==> src/rtl/intr_nest_pkg.sv <==
package intr_nest_pkg;
    typedef enum logic [1:0] {
        LVL_IDLE = 2'b00,
        LVL_ANY  = 2'b01,
        LVL_HIGH = 2'b10
    } nest_lvl_e;
endpackage

==> src/rtl/intr_nest_gate.sv <==
module intr_nest_gate
    import intr_nest_pkg::*;
(
    input  nest_lvl_e level,
    input  logic      gie,
    input  logic      req_valid,
    input  logic      req_high,
    input  logic      room,
    output logic      grant
);
    logic class_ok;

    always_comb begin
        unique case (level)
            LVL_IDLE: class_ok = 1'b1;
            LVL_ANY:  class_ok = req_high;
            LVL_HIGH: class_ok = 1'b0;
            default:  class_ok = 1'b0;
        endcase
    end

    assign grant = gie & req_valid & room & class_ok;
endmodule

==> src/rtl/intr_nest_stack.sv <==
module intr_nest_stack #(
    parameter int DEPTH = 4,
    parameter int W     = 2
) (
    input  logic         clk,
    input  logic         rst_n,
    input  logic         push,
    input  logic         pop,
    input  logic [W-1:0] din,
    output logic [W-1:0] dout,
    output logic         empty,
    output logic         full
);
    localparam int CW = $clog2(DEPTH + 1);

    logic [CW-1:0] cnt;
    logic [W-1:0]  mem [DEPTH];
    logic          do_push;
    logic          do_pop;

    assign empty   = (cnt == '0);
    assign full    = (cnt == CW'(DEPTH));
    assign do_pop  = pop & ~empty;
    assign do_push = push & ~pop & ~full;

    always_ff @(posedge clk) begin
        if (!rst_n)       cnt <= '0;
        else if (do_pop)  cnt <= cnt - 1'b1;
        else if (do_push) cnt <= cnt + 1'b1;
    end

    for (genvar i = 0; i < DEPTH; i++) begin : g_slot
        always_ff @(posedge clk) begin
            if (do_push && cnt == CW'(i)) mem[i] <= din;
        end
    end

    always_comb begin
        dout = '0;
        for (int i = 0; i < DEPTH; i++) begin
            if (cnt == CW'(i + 1)) dout = mem[i];
        end
    end
endmodule

==> src/rtl/intr_nest_ctrl.sv <==
module intr_nest_ctrl
    import intr_nest_pkg::*;
#(
    parameter int DEPTH = 4
) (
    input  logic       clk,
    input  logic       rst_n,
    input  logic       gie,
    input  logic       req_valid,
    input  logic       req_high,
    input  logic       rti,
    input  logic       sw_we,
    input  logic [1:0] sw_data,
    output logic [1:0] level,
    output logic       accept,
    output logic       accept_high,
    output logic       underflow
);
    localparam int LW = 2;

    nest_lvl_e      lvl_q, lvl_d;
    logic           grant, take;
    logic           stk_empty, stk_full;
    logic [LW-1:0]  stk_top;

    intr_nest_gate u_gate (
        .level     (lvl_q),
        .gie       (gie),
        .req_valid (req_valid),
        .req_high  (req_high),
        .room      (~stk_full),
        .grant     (grant)
    );

    assign take = grant & ~rti;

    intr_nest_stack #(.DEPTH(DEPTH), .W(LW)) u_stack (
        .clk   (clk),
        .rst_n (rst_n),
        .push  (take),
        .pop   (rti),
        .din   (lvl_q),
        .dout  (stk_top),
        .empty (stk_empty),
        .full  (stk_full)
    );

    // state register
    always_ff @(posedge clk) begin
        if (!rst_n) lvl_q <= LVL_IDLE;
        else        lvl_q <= lvl_d;
    end

    // next state: restore > advance > load > hold
    always_comb begin
        lvl_d = lvl_q;
        if (rti) begin
            lvl_d = stk_empty ? LVL_IDLE : nest_lvl_e'(stk_top);
        end else if (take) begin
            unique case (lvl_q)
                LVL_IDLE: lvl_d = LVL_ANY;
                LVL_ANY:  lvl_d = LVL_HIGH;
                default:  lvl_d = lvl_q;
            endcase
        end else if (sw_we && sw_data != 2'b11) begin
            lvl_d = nest_lvl_e'(sw_data);
        end
    end

    // outputs
    always_ff @(posedge clk) begin
        if (!rst_n) begin
            accept      <= 1'b0;
            accept_high <= 1'b0;
            underflow   <= 1'b0;
        end else begin
            accept      <= take;
            accept_high <= take & req_high;
            underflow   <= rti & stk_empty;
        end
    end

    assign level = lvl_q;
endmodule

==> config.mk <==
export PLATFORM = sky130hd
export DESIGN_NAME = intr_nest_ctrl
export DESIGN_NICKNAME = d
export VERILOG_FILES = /design/src/rtl/intr_nest_pkg.sv /design/src/rtl/intr_nest_gate.sv /design/src/rtl/intr_nest_stack.sv /design/src/rtl/intr_nest_ctrl.sv
export SDC_FILE = /design/constraint.sdc
export NUM_CORES = 1
export LEC_CHECK = 0
export BUFFER_PORTS_ARGS = -buffer_cell sky130_fd_sc_hd__buf_4
export CELL_PAD_IN_SITES_DETAIL_PLACEMENT = 1
export CELL_PAD_IN_SITES_GLOBAL_PLACEMENT = 1
export CORE_UTILIZATION = 41
export CTS_CLUSTER_SIZE = 14
export DETAILED_ROUTE_END_ITERATION = 6
export PLACE_DENSITY_LB_ADDON = 0.1
export SYNTH_ARGS = -nofsm -noshare
export SYNTH_HDL_FRONTEND = slang
export SYNTH_SLANG_ARGS = --single-unit
==> constraint.sdc <==
create_clock -name clk -period 3 [get_ports clk]
set_clock_uncertainty 0.2 [all_clocks]
set_input_delay 0.3 -clock clk [delete_from_list [all_inputs] [get_ports clk]]
set_output_delay 0.3 -clock clk [all_outputs]
set_load 0.005 [all_outputs]
# After elaboration in Yosys (flattened, before gate mapping)
# Memory sizes are Yosys's and may differ from the RTL's.
# Index checks and enable logic that the tools add are counted.
dict set report totals {
  output_inout_bits 5
  ramBits 8
  wordCells 69
  input_bits 9
  regBits 8
  n_memories 1
}
# name words word_bits rd rd_ports_with_merged_regs write_ports line
set mem_list {}
lappend mem_list {u_stack.mem 4 2 4 0 1 intr_nest_stack.sv:17} ;# logic [W-1:0] mem [DEPTH];
dict set report classes {
  n_bitwise 12
  add_sub_neg 2
  reduce_logical 13
  mux 29
  n_eq_ne 7
}
# cell count
set ops {}
lappend ops {{2-bit 2-to-1 mux} 14}
lappend ops {{1-bit 2-to-1 mux} 11}
lappend ops {{1-bit bitwise AND} 9}
lappend ops {{3-bit by 2-bit equality test with 1-bit output (second input constant)} 2}
lappend ops {{3-bit 2-to-1 mux} 2}
lappend ops {{2-bit OR reduction} 3}
lappend ops {{1-bit logical AND} 5}
lappend ops {{4-bit by 2-bit inequality test with 1-bit output (second input constant)} 1}
lappend ops {{2-bit one-hot mux with 2 select lines} 1}
lappend ops {{3-bit by 1-bit adder with 3-bit output (second input constant)} 1}
lappend ops {{3-bit by 1-bit equality test with 1-bit output (second input constant)} 1}
lappend ops {{3-bit equality test (second input constant)} 1}
lappend ops {{3-bit logical NOT} 1}
lappend ops {{1-bit inverter} 3}
lappend ops {{3-bit nonzero test} 1}
lappend ops {{3-bit by 1-bit subtractor with 3-bit output (second input constant)} 1}
lappend ops {{2-bit by 1-bit equality test with 1-bit output (second input constant)} 1}
lappend ops {{2-bit logical NOT} 1}
lappend ops {{2-bit inequality test (second input constant)} 1}
lappend ops {{1-bit one-hot mux with 2 select lines} 1}
lappend ops {{2-bit AND reduction} 1}
lappend ops {{2-bit nonzero test} 1}

# Logic depth before layout (Yosys ltp)
dict set report logic_depth {
  word_depth 14
  mapped_depth 7
  mapped_depth_nobuf 6
}

# By module
# A second synthesis with hierarchy kept.
dict set report hier_totals {
  hier_cells 91
  hier_area_um2 914.6
}
# mod cells_per_inst seq_area_each_um2 n_inst area_each_um2
set by_module_without_submodules {}
lappend by_module_without_submodules {intr_nest_stack 61 300.3 1 650.6}
lappend by_module_without_submodules {intr_nest_ctrl 27 100.1 1 242.7}
lappend by_module_without_submodules {intr_nest_gate 3 0.0 1 21.3}

# Worst setup path before layout
# OpenSTA, ideal clock, no wires.
dict set report synth_timing {
  path_kind {register to register}
  start {register u_stack.cnt[0]}
  end {memory u_stack.mem[0][0], enable pin}
  period_less_slack_ns 2.132
  n_path_buf 0
  setup_ns 0.329
  slack_ns 0.868
  path_stages_with_launch 6
  arrival_time_ns 1.603
  t_required_ns 2.471
  path_cell_list {dfxtp_1 > inv_1 > ha_1 > and2_4 > or4_4 > nor3_1}
}
dict set report synth_between {
  elab_chain_len 14
}
# item line
set synth_rtl {}
lappend synth_rtl {{start: declaration} intr_nest_stack.sv:16} ;# logic [CW-1:0] cnt;
lappend synth_rtl {{start signal: assignment} intr_nest_stack.sv:28} ;# else if (do_pop) cnt <= cnt - 1'b1;
lappend synth_rtl {{start signal: assignment} intr_nest_stack.sv:29} ;# else if (do_push) cnt <= cnt + 1'b1;
lappend synth_rtl {{3-bit equality test} intr_nest_stack.sv:22} ;# assign full = (cnt == CW'(DEPTH));
lappend synth_rtl {{1-bit inverter} {intr_nest_stack.sv:24, intr_nest_ctrl.sv:31}}
lappend synth_rtl {{1-bit bitwise AND (2 in a row)} intr_nest_gate.sv:22} ;# assign grant = gie & req_valid & room & class_ok;
lappend synth_rtl {{1-bit bitwise AND} intr_nest_ctrl.sv:35} ;# assign take = grant & ~rti;
lappend synth_rtl {{1-bit bitwise AND (2 in a row)} intr_nest_stack.sv:24} ;# assign do_push = push & ~pop & ~full;
lappend synth_rtl {{1-bit logical AND} intr_nest_stack.sv:34} ;# if (do_push && cnt == CW'(i)) mem[i] <= din;
lappend synth_rtl {{1-bit 2-to-1 mux} intr_nest_stack.sv:34}
lappend synth_rtl {{1-bit 2-to-1 mux (implied by the code)} intr_nest_stack.sv:34}
lappend synth_rtl {{2-bit OR reduction (no line)} n/a}
lappend synth_rtl {{2-bit 2-to-1 mux (no line) or 1-bit 2-to-1 mux (tied branches) (3 in a row)} n/a}
lappend synth_rtl {{end: declaration} intr_nest_stack.sv:17}
# Several ways; a longest one is shown, not always the timed one.

# Worst setup path in the final report
dict set report layout_timing {
  start {register u_stack.cnt[1]}
  end {memory u_stack.mem[1][0], enable pin}
}
# Same word-level chain as after synthesis.

==> impl_metrics.tcl <==
set metrics [dict create \
    status "complete, no violations" \
    cts_root_buf "clkbuf_4" \
    synth_compound_area_frac 0.1862 \
    via_count 710 \
    min_period_ns 2.526 \
    path_clk_slew_ns 0.10 \
    yosys.area_share.adder 0.08596 \
    min_path_cells 3 \
    grt_pass1_vias 717 \
    crit_required_ns 2.82 \
    synth_top_area_frac 0.2751 \
    maxCapViolations 0 \
    initial_utilization 0.4407 \
    drt-total-wl_um 2086 \
    antenna_found_initial 0 \
    first_pass_iters 4 \
    h-tree-depth 1 \
    synthTopCellsByCount "dfxtp_1 (8), edfxtp_1 (8), inv_1 (7), nand2_1 (7), ha_1 (6)" \
    endpoint_kind "flop" \
    finalSetupViolCount 0 \
    ys_types 34 \
    cp_cell_sequence "inv_1 -> ha_1 -> and2_4 -> nor4_1 -> and3_1" \
    ant_nets 0 \
    worstHoldStart "rst_n" \
    total_power_mw 0.6012 \
    syn_area_um2 873.3 \
    drive_above_1_share 0.2178 \
    timing.final.crit_share 0.8420 \
    timing.slew.headroom 0.4146 \
    overflow 0 \
    clk_latency_ns 0.30 \
    path_depth 5 \
    dp_cells 124 \
    critPathMaxStageDelay_ns 0.75 \
    cp_max_fo 7 \
    synthXorXnorAreaFrac 0 \
    ys.flop_type "edfxtp_1" \
    drv_slew 0 \
    grt.total_usage 0.2167 \
    avgSynthCellArea_um2 10.16 \
    critPathTopFamily "simple AND/OR/NAND/NOR gates" \
    drc_errors 0 \
    ctsResizeCount 0 \
    ff2ff_setup_slack_ns 0.47 \
    cts_tree "yes" \
    io_buffers 13 \
    min_path_type "in -> reg" \
    cp-start-kind "flop" \
    coreArea_um2 1982 \
    viasPerCell 5.547 \
    dp_hpwl_um 1593 \
    path_class "reg -> reg" \
    path_buf_inv 1 \
    wl_per_cell_um 16.30 \
    syn_nets 101 \
    drt_iter0_drc 8 \
    rsz0062_at_grt "false" \
    max-vdd-ir-drop_v 0.0002986 \
    reg2regPathDepth 5 \
    ys_ff_latch 16 \
    ys_seq_area_frac 0.4585 \
    r2r_end "u_stack.mem[1][0]" \
    synth_mux_area_frac 0.01146 \
    synthTopCellsByArea "edfxtp_1 (28%), dfxtp_1 (18%), ha_1 (8.6%)" \
    ios 14 \
    setup.worst_path.start "u_stack.cnt[1]" \
    syn2layout_area_growth_pct 17.48 \
    async_flop_share 0 \
    yosysWarnings 0 \
    die_x_um 48.15 \
    worst_slew_pin_slew_ns 0.8700 \
    cts_made_buffers 3 \
    post-cts-setup-buffers 0 \
    hold_viol_final 0 \
    synth-edff-count 8 \
    synth_top_family_by_area "simple AND/OR/NAND/NOR gates" \
    grt_pass1_wl_um 3318 \
    power.density_nw_per_um2 585.9 \
    yosys.area_share.simple 0.2106 \
    cts_sinks 16 \
    worstPathArrival_ns 2.35 \
    dieHeight_um 48.15 \
    dieArea_um2 2318 \
    p_leak_nw 0.4571 \
    rows 16 \
    fin_cells 128 \
    place.gp.congestion 0.7969 \
    antenna_cells 0 \
    whs_endpoint "underflow" \
    nNetsFinal 117 \
    cp_slowest_cell "nor4_1" \
    r2r-start "u_stack.cnt[1]" \
    synthCells 86 \
    clock.fmax_mhz 395.9 \
    clock_path_buffers 2 \
    synth_top_area_cell "edfxtp_1" \
    grt_max_degree 14 \
    finalSetupTns_ns 0 \
    holdBufCountCts 0 \
]
[report_power, final]
| part | switching, mW | internal [mW] | leakage, nW |
|---|---|---|---|
| logic | 0.101 | 0.0821 | 0.297 |
| clock network | 0.0750 | 0.0742 | 0.0210 |
| registers | 0.0202 | 0.249 | 0.139 |
[worst min-delay path, delay by kind of cell]
family,cells,cell delay [ns]
buffers and inverters,1,0.14
and+or+nand+nor,2,0.09
[layout make-up]
cell class | count | area [um2]
well taps | 27 | 33.78
clock buffers | 4 | 36.28
multi-input cells | 61 | 431.7
fillers | 224 | 955.9
inverters | 7 | 26.28
flip-flops and latches | 16 | 400.4
repair buffers | 13 | 97.59
[layer usage]
layer  wire length, um  global-route usage
met3                68             0.04815
met5                 0                   0
met2              1050              0.3520
met4                42              0.1056
met1               924              0.2698
[sequential cells by signal (all words and copies together), names as in the netlist]
register and cells:
u_stack.mem 8, u_stack.cnt 3, level 2, accept 1
accept_high 1, underflow 1
[logic make-up after synthesis]
family                   count (synthesis)
AO/OA/AOI/OAI                           23
flip-flops                              16
multiplexers                             1
AND/OR/NAND/NOR                         31
adder cells (fa/ha/maj)                  6
buffers and inverters                    9
[metrics by stage]
stage               cell area (um2)  hold slack [ns]  utilization  setup WS (ns)
detailed placement            989.7           0.3895       0.4994         0.4930
finish                         1026          0.07401       0.5177         0.4741
floorplan                     873.3           0.2217            -         0.8680
global route                   1026          0.07359       0.5177         0.2763
global placement              989.7           0.3870       0.4994         0.6496
CTS                            1026          0.08356       0.5177         0.4766
[worst max path at each step]
stage / endpoint / slack [ns]
after CTS: u_stack.mem[1][1] / 0.48
after floorplan: u_stack.mem[0][0] / 0.87
final: u_stack.mem[1][0] / 0.47
after global placement: u_stack.mem[1][0] / 0.65
after detailed placement: u_stack.mem[1][1] / 0.49
after global routing: u_stack.mem[1][0] / 0.28
[placed cells by master (no fill, tap or decap), types with 2 or more instances in the layout]
master / Yosys / final
and3_1: 4 / 4
ha_1: 6 / 6
nand3b_1: 3 / 3
o21ai_0: 2 / 2
clkbuf_4: 0 / 3
a21o_1: 2 / 2
a31oi_1: 3 / 3
a221oi_1: 2 / 2
and3b_1: 2 / 2
buf_4: 0 / 13
a21oi_1: 5 / 5
nor2b_1: 2 / 2
nor2_1: 2 / 2
dfxtp_1: 8 / 8
o31ai_1: 2 / 2
and2_1: 3 / 3
edfxtp_1: 8 / 8
inv_1: 7 / 7
nor3_1: 2 / 2
nand2_1: 7 / 7
Power figures use the tool's default switching activity.
